==> src/rtl/rbuf_pkg.sv <==
package rbuf_pkg;

    typedef enum logic [1:0] {
        MODE_WIDE   = 2'd0,
        MODE_PAIR_A = 2'd1,
        MODE_PAIR_B = 2'd2
    } topo_e;

    typedef enum logic [1:0] {
        ST_IDLE = 2'd0,
        ST_FLAG = 2'd1,
        ST_HOLD = 2'd2
    } flag_st_e;

    function automatic topo_e decode_topo(input logic [1:0] cfg);
        if (!cfg[0])     return MODE_WIDE;
        else if (cfg[1]) return MODE_PAIR_B;
        else             return MODE_PAIR_A;
    endfunction

endpackage

==> src/rtl/rbuf_lane_map.sv <==
module rbuf_lane_map
    import rbuf_pkg::*;
#(
    parameter int WIDE_W   = 25,
    parameter int NARROW_W = 14,
    parameter int OUT_W    = 28
) (
    input  topo_e               topo,
    input  logic [WIDE_W-1:0]   din,
    output logic [OUT_W-1:0]    nxt_dout,
    output logic                lane_par
);
    localparam int B_LO = WIDE_W - NARROW_W;

    logic [NARROW_W-1:0] sel_bits;
    logic [OUT_W-1:0]    wide_v;
    logic [OUT_W-1:0]    pair_v;

    always_comb begin
        if (topo == MODE_PAIR_B) sel_bits = din[WIDE_W-1:B_LO];
        else                     sel_bits = din[NARROW_W-1:0];
    end

    for (genvar g = 0; g < OUT_W; g++) begin : g_lane
        if (g < WIDE_W) begin : g_wide
            assign wide_v[g] = din[g];
        end else begin : g_wide_pad
            assign wide_v[g] = 1'b0;
        end
        if (g < 2 * NARROW_W) begin : g_pair
            assign pair_v[g] = sel_bits[g % NARROW_W];
        end else begin : g_pair_pad
            assign pair_v[g] = 1'b0;
        end
    end

    always_comb begin
        if (topo == MODE_WIDE) begin
            nxt_dout = wide_v;
            lane_par = ^din;
        end else begin
            nxt_dout = pair_v;
            lane_par = ^sel_bits;
        end
    end
endmodule

==> src/rtl/rbuf_out_reg.sv <==
module rbuf_out_reg #(
    parameter int OUT_W = 28
) (
    input  logic             clk,
    input  logic             rst_n,
    input  logic             load,
    input  logic [OUT_W-1:0] nxt,
    output logic [OUT_W-1:0] q
);
    always_ff @(posedge clk) begin
        if (!rst_n)    q <= '0;
        else if (load) q <= nxt;
    end
endmodule

==> src/rtl/rbuf_parity_pipe.sv <==
module rbuf_parity_pipe
    import rbuf_pkg::*;
(
    input  logic  clk,
    input  logic  rst_n,
    input  topo_e topo,
    input  logic  cs_act,
    input  logic  lane_par,
    input  logic  par_in,
    input  logic  ppo_in,
    output logic  err_det,
    output logic  ppo_out
);
    logic dpar_q;
    logic cs1_q;
    logic sum_q;
    logic cs2_q;
    logic bad;

    always_ff @(posedge clk) begin
        if (!rst_n) begin
            dpar_q <= 1'b0;
            cs1_q  <= 1'b0;
            sum_q  <= 1'b0;
            cs2_q  <= 1'b0;
        end else begin
            dpar_q <= lane_par;
            cs1_q  <= cs_act;
            sum_q  <= dpar_q ^ par_in;
            cs2_q  <= cs1_q;
        end
    end

    always_comb begin
        unique case (topo)
            MODE_WIDE:   bad = sum_q;
            MODE_PAIR_B: bad = sum_q ^ ppo_in;
            default:     bad = 1'b0;
        endcase
        err_det = cs2_q & bad;
        ppo_out = (topo == MODE_PAIR_A) ? sum_q : 1'b0;
    end
endmodule

==> src/rtl/rbuf_err_fsm.sv <==
module rbuf_err_fsm
    import rbuf_pkg::*;
(
    input  logic clk,
    input  logic rst_n,
    input  logic err_det,
    output logic err_n
);
    flag_st_e state_q;
    flag_st_e state_d;

    always_ff @(posedge clk) begin
        if (!rst_n) state_q <= ST_IDLE;
        else        state_q <= state_d;
    end

    always_comb begin
        unique case (state_q)
            ST_IDLE: state_d = err_det ? ST_FLAG : ST_IDLE;
            ST_FLAG: state_d = ST_HOLD;
            ST_HOLD: state_d = err_det ? ST_FLAG : ST_IDLE;
            default: state_d = ST_IDLE;
        endcase
    end

    always_comb begin
        unique case (state_q)
            ST_FLAG, ST_HOLD: err_n = 1'b0;
            default:          err_n = 1'b1;
        endcase
    end
endmodule

==> src/rtl/cmdaddr_regbuf.sv <==
module cmdaddr_regbuf
    import rbuf_pkg::*;
#(
    parameter int WIDE_W   = 25,
    parameter int NARROW_W = 14,
    parameter int CS_W     = 2,
    parameter int OUT_W    = (WIDE_W > 2 * NARROW_W) ? WIDE_W : 2 * NARROW_W
) (
    input  logic              clk,
    input  logic              rst_n,
    input  logic [1:0]        cfg,
    input  logic [CS_W-1:0]   cs_n,
    input  logic [WIDE_W-1:0] din,
    input  logic              par_in,
    input  logic              ppo_in,
    output logic [OUT_W-1:0]  dout,
    output logic              err_n,
    output logic              ppo_out
);
    topo_e            topo;
    logic             cs_act;
    logic [OUT_W-1:0] nxt_dout;
    logic             lane_par;
    logic             err_det;

    always_comb begin
        topo   = decode_topo(cfg);
        cs_act = ~&cs_n;
    end

    rbuf_lane_map #(
        .WIDE_W(WIDE_W), .NARROW_W(NARROW_W), .OUT_W(OUT_W)
    ) u_map (
        .topo(topo), .din(din), .nxt_dout(nxt_dout), .lane_par(lane_par)
    );

    rbuf_out_reg #(.OUT_W(OUT_W)) u_oreg (
        .clk(clk), .rst_n(rst_n), .load(cs_act), .nxt(nxt_dout), .q(dout)
    );

    rbuf_parity_pipe u_par (
        .clk(clk), .rst_n(rst_n), .topo(topo), .cs_act(cs_act),
        .lane_par(lane_par), .par_in(par_in), .ppo_in(ppo_in),
        .err_det(err_det), .ppo_out(ppo_out)
    );

    rbuf_err_fsm u_fsm (
        .clk(clk), .rst_n(rst_n), .err_det(err_det), .err_n(err_n)
    );
endmodule

==> config.mk <==
export PLATFORM = sky130hd
export DESIGN_NAME = cmdaddr_regbuf
export DESIGN_NICKNAME = d
export VERILOG_FILES = /design/src/rtl/rbuf_pkg.sv /design/src/rtl/rbuf_lane_map.sv /design/src/rtl/rbuf_out_reg.sv /design/src/rtl/rbuf_parity_pipe.sv /design/src/rtl/rbuf_err_fsm.sv /design/src/rtl/cmdaddr_regbuf.sv
export SDC_FILE = /design/constraint.sdc
export NUM_CORES = 1
export LEC_CHECK = 0
export BUFFER_PORTS_ARGS = -buffer_cell sky130_fd_sc_hd__clkbuf_2
export CAP_MARGIN = 25
export CORE_ASPECT_RATIO = 0.7
export CORE_MARGIN = 4
export CORE_UTILIZATION = 55
export DETAILED_ROUTE_END_ITERATION = 10
export PLACE_DENSITY_LB_ADDON = 0.1
export SLEW_MARGIN = 20
export SYNTH_ARGS = -nofsm -noshare
export SYNTH_HDL_FRONTEND = slang
export SYNTH_SLANG_ARGS = --single-unit
export TNS_END_PERCENT = 5
==> constraint.sdc <==
create_clock -name clk -period 4.2 [get_ports clk]
set_input_delay 1.05 -clock clk [delete_from_list [all_inputs] [get_ports clk]]
set_output_delay 1.05 -clock clk [all_outputs]
set_load 0.03 [all_outputs]
==> flow_summary.yaml, run 1 <==
global_routing:
  track_usage_pct: 21.5
  grt_pass1_vias: 1694
  grt_antenna_before_repair: 0
  grt_overflow: 0
  grt_pass1_wl_mm: 7.83
  grt_max_degree: 43
yosys:
  syn_inst: 228
  yosys.area_share.simple_pct: 19.9
  yosysWarnings: 0
  syn-cell-area_sq_um: 1970
  synthFlopType: "dfxtp_1"
  synth_seq_cells: 34
  synth_xor_area_share_pct: 13.5
  seq_area_frac_synth_pct: 34.5
  avgSynthCellArea_sq_um: 8.64
  syn_nets: 265
  synth_top_family_by_area: "simple AND/OR/NAND/NOR gates"
  synth_compound_area_share_pct: 16.6
  synth.distinct_cells: 25
  synth_edf_count: 0
  synthAdderAreaFrac_pct: 2.54
  muxShareOfSynthArea_pct: 8.13
  async_reset_ff_share_pct: 0
timing:
  period_share_pct: 64.4
  skew_ps: 2.26
  layout_min_cycle_time_ps: 2700
  finalSetupViolCount: 0
  relSlewSlack_pct: 38.1
  drv_slew: 0
  fmax_mhz: 370
  rsz0062_at_grt: "no"
  tns_ps: 0
  tightest_slew_ps: 926
  hold_viol_final: 0
final_layout:
  nets: 316
  n_antenna_cell: 0
  fillers: 267
  areaGrowthSynthToFinish_pct: 19.4
  drive_above_1_share_pct: 25.4
drt:
  drtIter0Drc: 156
  drt_first_pass_iters: 4
  wl_per_cell_um: 14.7
  vias_per_cell: 5.48
  drt_wl_total_mm: 4.78
  remaining_drc_errors: 0
  ant_nets: 0
  num_vias: 1788
worst_hold_path:
  hold_class: "reg2reg"
clocking:
  cts-buffers-inserted: 5
  clock-sinks: 34
  h-tree-depth: 2
  cts_tree: "built"
  cts-root-buf: "clkbuf_8"
  clock_path_buffers: 2
  clock_latency_ps: 280
  cts-resized-gates: 0
  cts_hold_buf: 0
  postCtsSetupBuffers: 0
  clk_pin_slew_ps: 60
worst_setup_path:
  worstSetupStartpointType: "input pin"
  rrSetupSlack_ps: 3200
  cpLargestDelayFamily: "buffers and inverters"
  cp.required_ps: 3150
  cp_cell_sequence: "clkbuf_2, nor2_1, clkbuf_2"
  slowest_stage: "clkbuf_2"
  worstSetupEndpointType: "primary output"
  cp.arrival_ps: 1650
  path_class: "in2out"
  cp_max_fo: 12
  worst_path_most_repeated_cell: "clkbuf_2"
  critPathMaxStageDelay_ps: 220
  crit_buf_inv: 2
status:
  status: "finished, final reports clean"
power:
  p_total_uw: 868
  power.density_nw_per_um2: 369
  p_leak_uw: 0.00121
  irDropWorstVdd_v: 0.000214
floorplanning:
  die_h_um: 58.1
  start_util_pct: 59.8
  ios: 63
  num_rows: 17
  core_area_sq_um: 3300
  die_w_um: 79.5
  dieArea_sq_um: 4620
placed_design:
  dp_hpwl_mm: 3.61
  io_buffers: 62
  gp_congestion: 0.878
flow_run:
  cap_violations: 0
## cell usage in the layout, fill, tap and decap left out, drive strengths merged, types with 5 or more instances in the layout
cell type   n
xor2        7
clkbuf     69
nor2b      11
nor2       12
a211oi     11
dfxtp      34
o211a      14
xnor2      13
a21oi      12
and2        8
nand2      21
nand3      29
o21ai       5
mux2i      16
## worst reg2reg max path: stages (launching register included)
cell      delay, ps
dfxtp_1         360
inv_1            70
ha_1            190
o211ai_1        190
nor3_1           70
## flip-flops by register name (all words and copies together) (netlist names)
signal and flops:
u_fsm.state_q 2, u_oreg.q 28, u_par.cs1_q 1, u_par.cs2_q 1
u_par.dpar_q 1, u_par.sum_q 1
## final timing paths
kind	from	to	depth (start not counted)
max reg2reg	u_fsm.state_q[0]	u_fsm.state_q[0]	4
min reg2reg	u_par.cs1_q	u_par.cs2_q	1
min	u_par.cs1_q	u_par.cs2_q	1
max	cfg[1]	ppo_out	3
## cells by family (layout without fill, tap and decap cells)
family	Yosys count	count (layout)
muxes	16	16
xor gates and xnor gates	24	24
AOI/OAI and AO/OA	44	44
DFF	34	34
adders and majority gates	4	4
and+or+nand+nor	82	82
buffers and inverters	24	75
## per-layer routing
metal / vias up / share of wire, % / routed length, um / track usage (%)
met2: 77 / 42 / 2030 / 31.4
met3: 7 / 8.4 / 399 / 5.43
met5: - / 0 / 0 / 0
met1: 813 / 48 / 2300 / 31.0
met4: 0 / 1.1 / 51 / 6.62
li1: 891 / - / - / -
## power by group
part / internal [uW] / switching, uW / leakage [uW]
Sequential: 352 / 14.9 / 0.000282
Clock: 114 / 107 / 0.0000383
Combinational: 121 / 159 / 0.000894
Total: 587 / 281 / 0.00121
## synth_stat cells (7+ instances only)
master | number | area (sq um)
mux2i_1 | 16 | 160
and2_1 | 8 | 50.1
xor2_1 | 7 | 61.3
a211oi_1 | 11 | 82.6
xnor2_1 | 13 | 114
dfxtp_1 | 34 | 681
o211a_1 | 14 | 140
nand2_1 | 21 | 78.8
nand3_1 | 29 | 145
nor2_1 | 12 | 45.0
clkbuf_1 | 16 | 60.1
a21oi_1 | 11 | 55.1
nor2b_1 | 11 | 68.8
## layout make-up
cell class	count	area (sq um)	share of cell area, %
well taps	47	58.8	2.50
multi-input cells	170	1200	50.9
repair buffers	64	325	13.8
clock buffers	7	76.3	3.24
inverters	4	15.0	0.638
flip-flops and latches	34	681	28.9
## through the flow
step / area (sq um) / hold WS, ps / setup WS, ps / utilization (%) / cells
2_1_floorplan: 1970 / 412 / 920 / - / 228
3_3_place_gp: 2280 / 416 / 1480 / 69.1 / 319
3_5_place_dp: 2280 / 435 / 1390 / 69.1 / 319
4_1_cts: 2350 / 453 / 1490 / 71.4 / 326
5_1_grt: 2350 / 470 / 1430 / 71.4 / 326
6_report: 2350 / 446 / 1500 / 71.4 / 326
(Power assumes the default switching activity.)
==> run 2: changes to the inputs <==
Settings changed: CORE_UTILIZATION 55 to 51.
Clock period 4.2 ns to 2.8 ns, I/O delays scaled along.
==> run 2 against run 1 <==
  * Count of clock-buffer cells in the layout shrank 1
  * Die area grew 6.9%
  * Power grew 53%
  * Largest power group unchanged
  * Clock power grew 62%
  * Global-route usage shrank 0.35 points
  * First-iteration DRC count shrank 54%
  * Register-to-register slack lost 1400 ps
  * Worst setup slack lost 740 ps
  * Final area grew 1.1%
  * Largest cell class unchanged
  * Non-clock buffer count grew 2
  * Hold slack lost 13 ps
  * Critical path type unchanged
  * Sequential cell count is the same
==> flow_summary.yaml, run 2 (synthesis results as in run 1) <==
timing:
  relSlewSlack_pct: 58.5
  hold_viol_final: 0
  drv_slew: 0
  layout_min_cycle_time_ps: 2040
  tns_ps: 0
  finalSetupViolCount: 0
  fmax_mhz: 490
  tightest_slew_ps: 622
  period_share_pct: 72.8
  holdWs_ps: 433
  skew_ps: 2.49
  rsz0062_at_grt: "no"
clocking:
  h-tree-depth: 2
  cts-root-buf: "clkbuf_8"
  clk_pin_slew_ps: 60
  clock-sinks: 34
  cts-resized-gates: 0
  cts_tree: "built"
  clock_latency_ps: 280
  cts-buffers-inserted: 5
  cts_hold_buf: 0
  postCtsSetupBuffers: 0
  clock_path_buffers: 2
floorplanning:
  num_rows: 18
  die_h_um: 60.0
  start_util_pct: 54.3
  ios: 63
  dieArea_sq_um: 4940
  die_w_um: 82.3
  core_area_sq_um: 3630
drt:
  wl_met2_mm: 2.24
  wl_per_cell_um: 14.6
  num_vias: 1785
  drtIter0Drc: 71
  drt_first_pass_iters: 4
  vias_per_cell: 5.41
  wl_met3_um: 317
  wl_met1_mm: 2.21
  drt_wl_total_mm: 4.82
  remaining_drc_errors: 0
  highest_layer: "met4"
  ant_nets: 0
worst_setup_path:
  path_class: "in2out"
  r2r_end: "u_fsm.state_q[0]"
  cp_max_fo: 14
  worstSetupEndpointType: "primary output"
  cp.required_ps: 2100
  r2r_start: "u_fsm.state_q[0]"
  rrSetupSlack_ps: 1820
  cp.arrival_ps: 1340
  worstSetupStartpointType: "input pin"
  r2r_cells: 4
worst_hold_path:
  hold_end: "u_par.cs2_q"
  hold_class: "reg2reg"
  hp-start: "u_par.cs1_q"
  holdPathStages: 1
final_layout:
  drive_above_1_share_pct: 26.4
  largest_reg_flops: 28
  n_antenna_cell: 0
  areaGrowthSynthToFinish_pct: 20.7
  top_regs: "u_oreg.q: 28 flops, u_fsm.state_q: 2 flops"
  layout_commonest_cell: "clkbuf_2"
  final_core_util_pct: 65.6
  nets: 318
  regMostFlops: "u_oreg.q"
  layout_common_cells: "clkbuf_2 (62), dfxtp_1 (34), nand3_1 (29)"
power:
  p_leak_uw: 0.00123
  irDropWorstVdd_v: 0.000308
  power.density_nw_per_um2: 558
placed_design:
  io_buffers: 62
  gp_congestion: 0.847
  dp_hpwl_mm: 3.58
global_routing:
  grt_pass1_wl_mm: 7.96
  grt_antenna_before_repair: 0
  grt_overflow: 0
  track_usage_pct: 21.1
  grt_max_degree: 35
  grt_pass1_vias: 1745
status:
  status: "finished, final reports clean"
flow_run:
  cap_violations: 0
## run 2: changes by cell type in the layout (fill, tap and decap cells not counted), sizes merged
cell / delta
buf: +2
clkbuf: -1
## run 2: worst max-delay path by stage
stage | cells past startpoint | slack [ps] | from | to
after floorplan | 5 | 220 | cfg[0] | ppo_out
after CTS | 3 | 750 | cfg[1] | ppo_out
after global routing | 4 | 680 | cfg[0] | ppo_out
final | 3 | 760 | cfg[1] | ppo_out
after detailed placement | 7 | 540 | din[13] | u_par.dpar_q
after global placement | 7 | 580 | din[11] | u_par.dpar_q
## run 2: routing by layer
metal / up-vias / GRT usage, %
met5: - / 0
met4: 0 / 6.64
met1: 829 / 27.2
li1: 891 / -
met2: 58 / 35.0
met3: 7 / 4.97
## run 2: critical path, cell delays in order
cell      delay, ps
clkbuf_2        250
nor2_1          170
clkbuf_2        220
## run 2: cell type report
type | count | area (sq um)
fill | 320 | 1250
multi-input combinational | 170 | 1200
sequential | 34 | 681
timing repair buffer | 66 | 340
clock buffer | 6 | 82.6
tap | 50 | 62.6
inverter | 4 | 15.0
## run 2: stage by stage
stage	cell area, sq um	instances	setup WS [ps]	total power (uW)
final	2380	330	761	1330
after global routing	2380	330	676	1400
after CTS	2380	330	750	1340
after detailed placement	2300	324	544	978
after global placement	2300	324	582	975
after floorplan	1970	228	220	870
## run 2: report_power, final
part / switching [uW] / internal, uW
clock network: 168 / 189
logic: 236 / 183
registers: 21.1 / 528
==> run 3: changes to the inputs <==
Settings changed: CORE_UTILIZATION 51 to 46.
Clock period 2.8 ns to 1.7 ns, I/O delays scaled along.
==> run 3 against run 2 <==
  * Hold slack better by 2.3 ps
  * Largest cell class unchanged
  * Final area up 11%
  * Critical path depth is 4 higher
  * Clock power grew 55%
  * Largest power group unchanged
  * Core utilization decreased by 0.072 points
  * Worst setup slack worse by 700 ps
  * Combinational power grew 85%
  * Sequential cell count unchanged
  * Die area increased by 9.6%
==> flow_summary.yaml, run 3 (synthesis results as in run 1) <==
status:
  status: "finished, final reports clean"
worst_setup_path:
  cp_max_fo: 2
  r2r_cells: 4
  rrSetupSlack_ps: 760
  worstSetupStartpointType: "input pin"
  cp.arrival_ps: 1810
  worstSetupEndpointType: "flop"
  path_class: "in2reg"
  cp.required_ps: 1870
  r2r_start: "u_fsm.state_q[0]"
  r2r_end: "u_fsm.state_q[0]"
final_layout:
  areaGrowthSynthToFinish_pct: 33.6
  drive_above_1_share_pct: 34.5
  regMostFlops: "u_oreg.q"
  n_antenna_cell: 0
  layout_common_cells: "clkbuf_2 (61), dfxtp_1 (32), buf_4 (31)"
  fillers: 365
  instances_no_fill: 362
  largest_reg_flops: 28
  top_regs: "u_oreg.q: 28 flops, u_fsm.state_q: 2 flops"
  layout_commonest_cell: "clkbuf_2"
  nets: 347
floorplanning:
  start_util_pct: 49.1
  dieArea_sq_um: 5410
  die_h_um: 62.8
  ios: 63
  core_area_sq_um: 4020
  die_w_um: 86.2
  num_rows: 19
drt:
  drtIter0Drc: 75
  wl_met3_um: 364
  num_vias: 1871
  wl_met2_mm: 2.35
  remaining_drc_errors: 0
  wl_met1_mm: 2.43
  vias_per_cell: 5.17
  drt_wl_total_mm: 5.18
  highest_layer: "met4"
  drt_first_pass_iters: 4
  wl_per_cell_um: 14.3
  ant_nets: 0
placed_design:
  io_buffers: 62
  gp_congestion: 0.836
  dpl.cell_count: 355
  dp_hpwl_mm: 4.09
timing:
  fmax_mhz: 611
  rsz0062_at_grt: "no"
  hold_viol_final: 0
  tns_ps: 0
  period_share_pct: 96.3
  relSlewSlack_pct: 45.0
  tightest_slew_ps: 825
  layout_min_cycle_time_ps: 1640
  drv_slew: 0
  finalSetupViolCount: 0
  skew_ps: 1.59
global_routing:
  grt_pass1_vias: 1778
  grt_overflow: 0
  grt_antenna_before_repair: 0
  track_usage_pct: 19.4
  grt_pass1_wl_mm: 8.37
  grt_max_degree: 32
worst_hold_path:
  hold_end: "u_par.cs2_q"
  hp-start: "u_par.cs1_q"
  hold_class: "reg2reg"
  holdPathStages: 1
power:
  p_total_uw: 2240
  irDropWorstVdd_v: 0.000513
  p_leak_uw: 0.00138
  power.density_nw_per_um2: 850
clocking:
  postCtsSetupBuffers: 0
  cts-resized-gates: 0
  cts_tree: "built"
  cts-buffers-inserted: 5
  cts_hold_buf: 0
  clock-sinks: 34
  clock_path_buffers: 2
  clk_pin_slew_ps: 70
  clock_latency_ps: 280
  h-tree-depth: 2
  cts-root-buf: "clkbuf_8"
flow_run:
  cap_violations: 0
[run 3: worst max-delay path by stage]
| stage | startpoint | endpoint | slack, ps | cells past startpoint |
|---|---|---|---|---|
| after floorplan | din[13] | u_par.dpar_q | -40 | 6 |
| after global placement | din[13] | u_par.dpar_q | -200 | 7 |
| after detailed placement | din[15] | u_par.dpar_q | -210 | 7 |
| after CTS | u_fsm.state_q[0] | err_n | 20 | 4 |
| after global routing | u_fsm.state_q[0] | err_n | 3 | 4 |
| final | din[13] | u_par.dpar_q | 60 | 7 |
[run 3: routing by layer]
layer  global-route usage, %  vias to the layer above
met4                    4.67                        0
met1                    26.7                      850
met3                    4.48                        4
met5                       0                        -
met2                    30.9                       61
li1                        -                      956
[run 3: power by group]
group          switching [uW]  internal [uW]
clock network             281            275
registers                37.1            870
logic                     413            364
[run 3: stage by stage]
stage | utilization (%) | setup slack [ps] | instance area [sq um] | hold WS, ps
after global placement | 63.4 | -203 | 2550 | 414
after detailed placement | 63.4 | -212 | 2550 | 425
after global routing | 65.5 | 2.72 | 2630 | 464
final | 65.5 | 62.4 | 2630 | 435
after CTS | 65.4 | 23.5 | 2630 | 441
after floorplan | - | -41.2 | 1980 | 412
[run 3: worst max-delay path: stages]
cell      delay [ps]
clkbuf_2         120
xor2_1           210
xnor3_1          460
xor2_1           190
xnor3_1          220
o21ai_1          150
a21oi_2           40
[run 3: cell type report]
cell class / count / area [sq um] / share of cell area [%]
multi-input combinational: 170 / 1200 / 45.8
sequential: 34 / 683 / 26.0
timing repair buffer: 95 / 586 / 22.2
clock buffer: 5 / 68.8 / 2.61
tap: 52 / 65.1 / 2.47
inverter: 4 / 15.0 / 0.570
clock inverter: 2 / 10.0 / 0.380
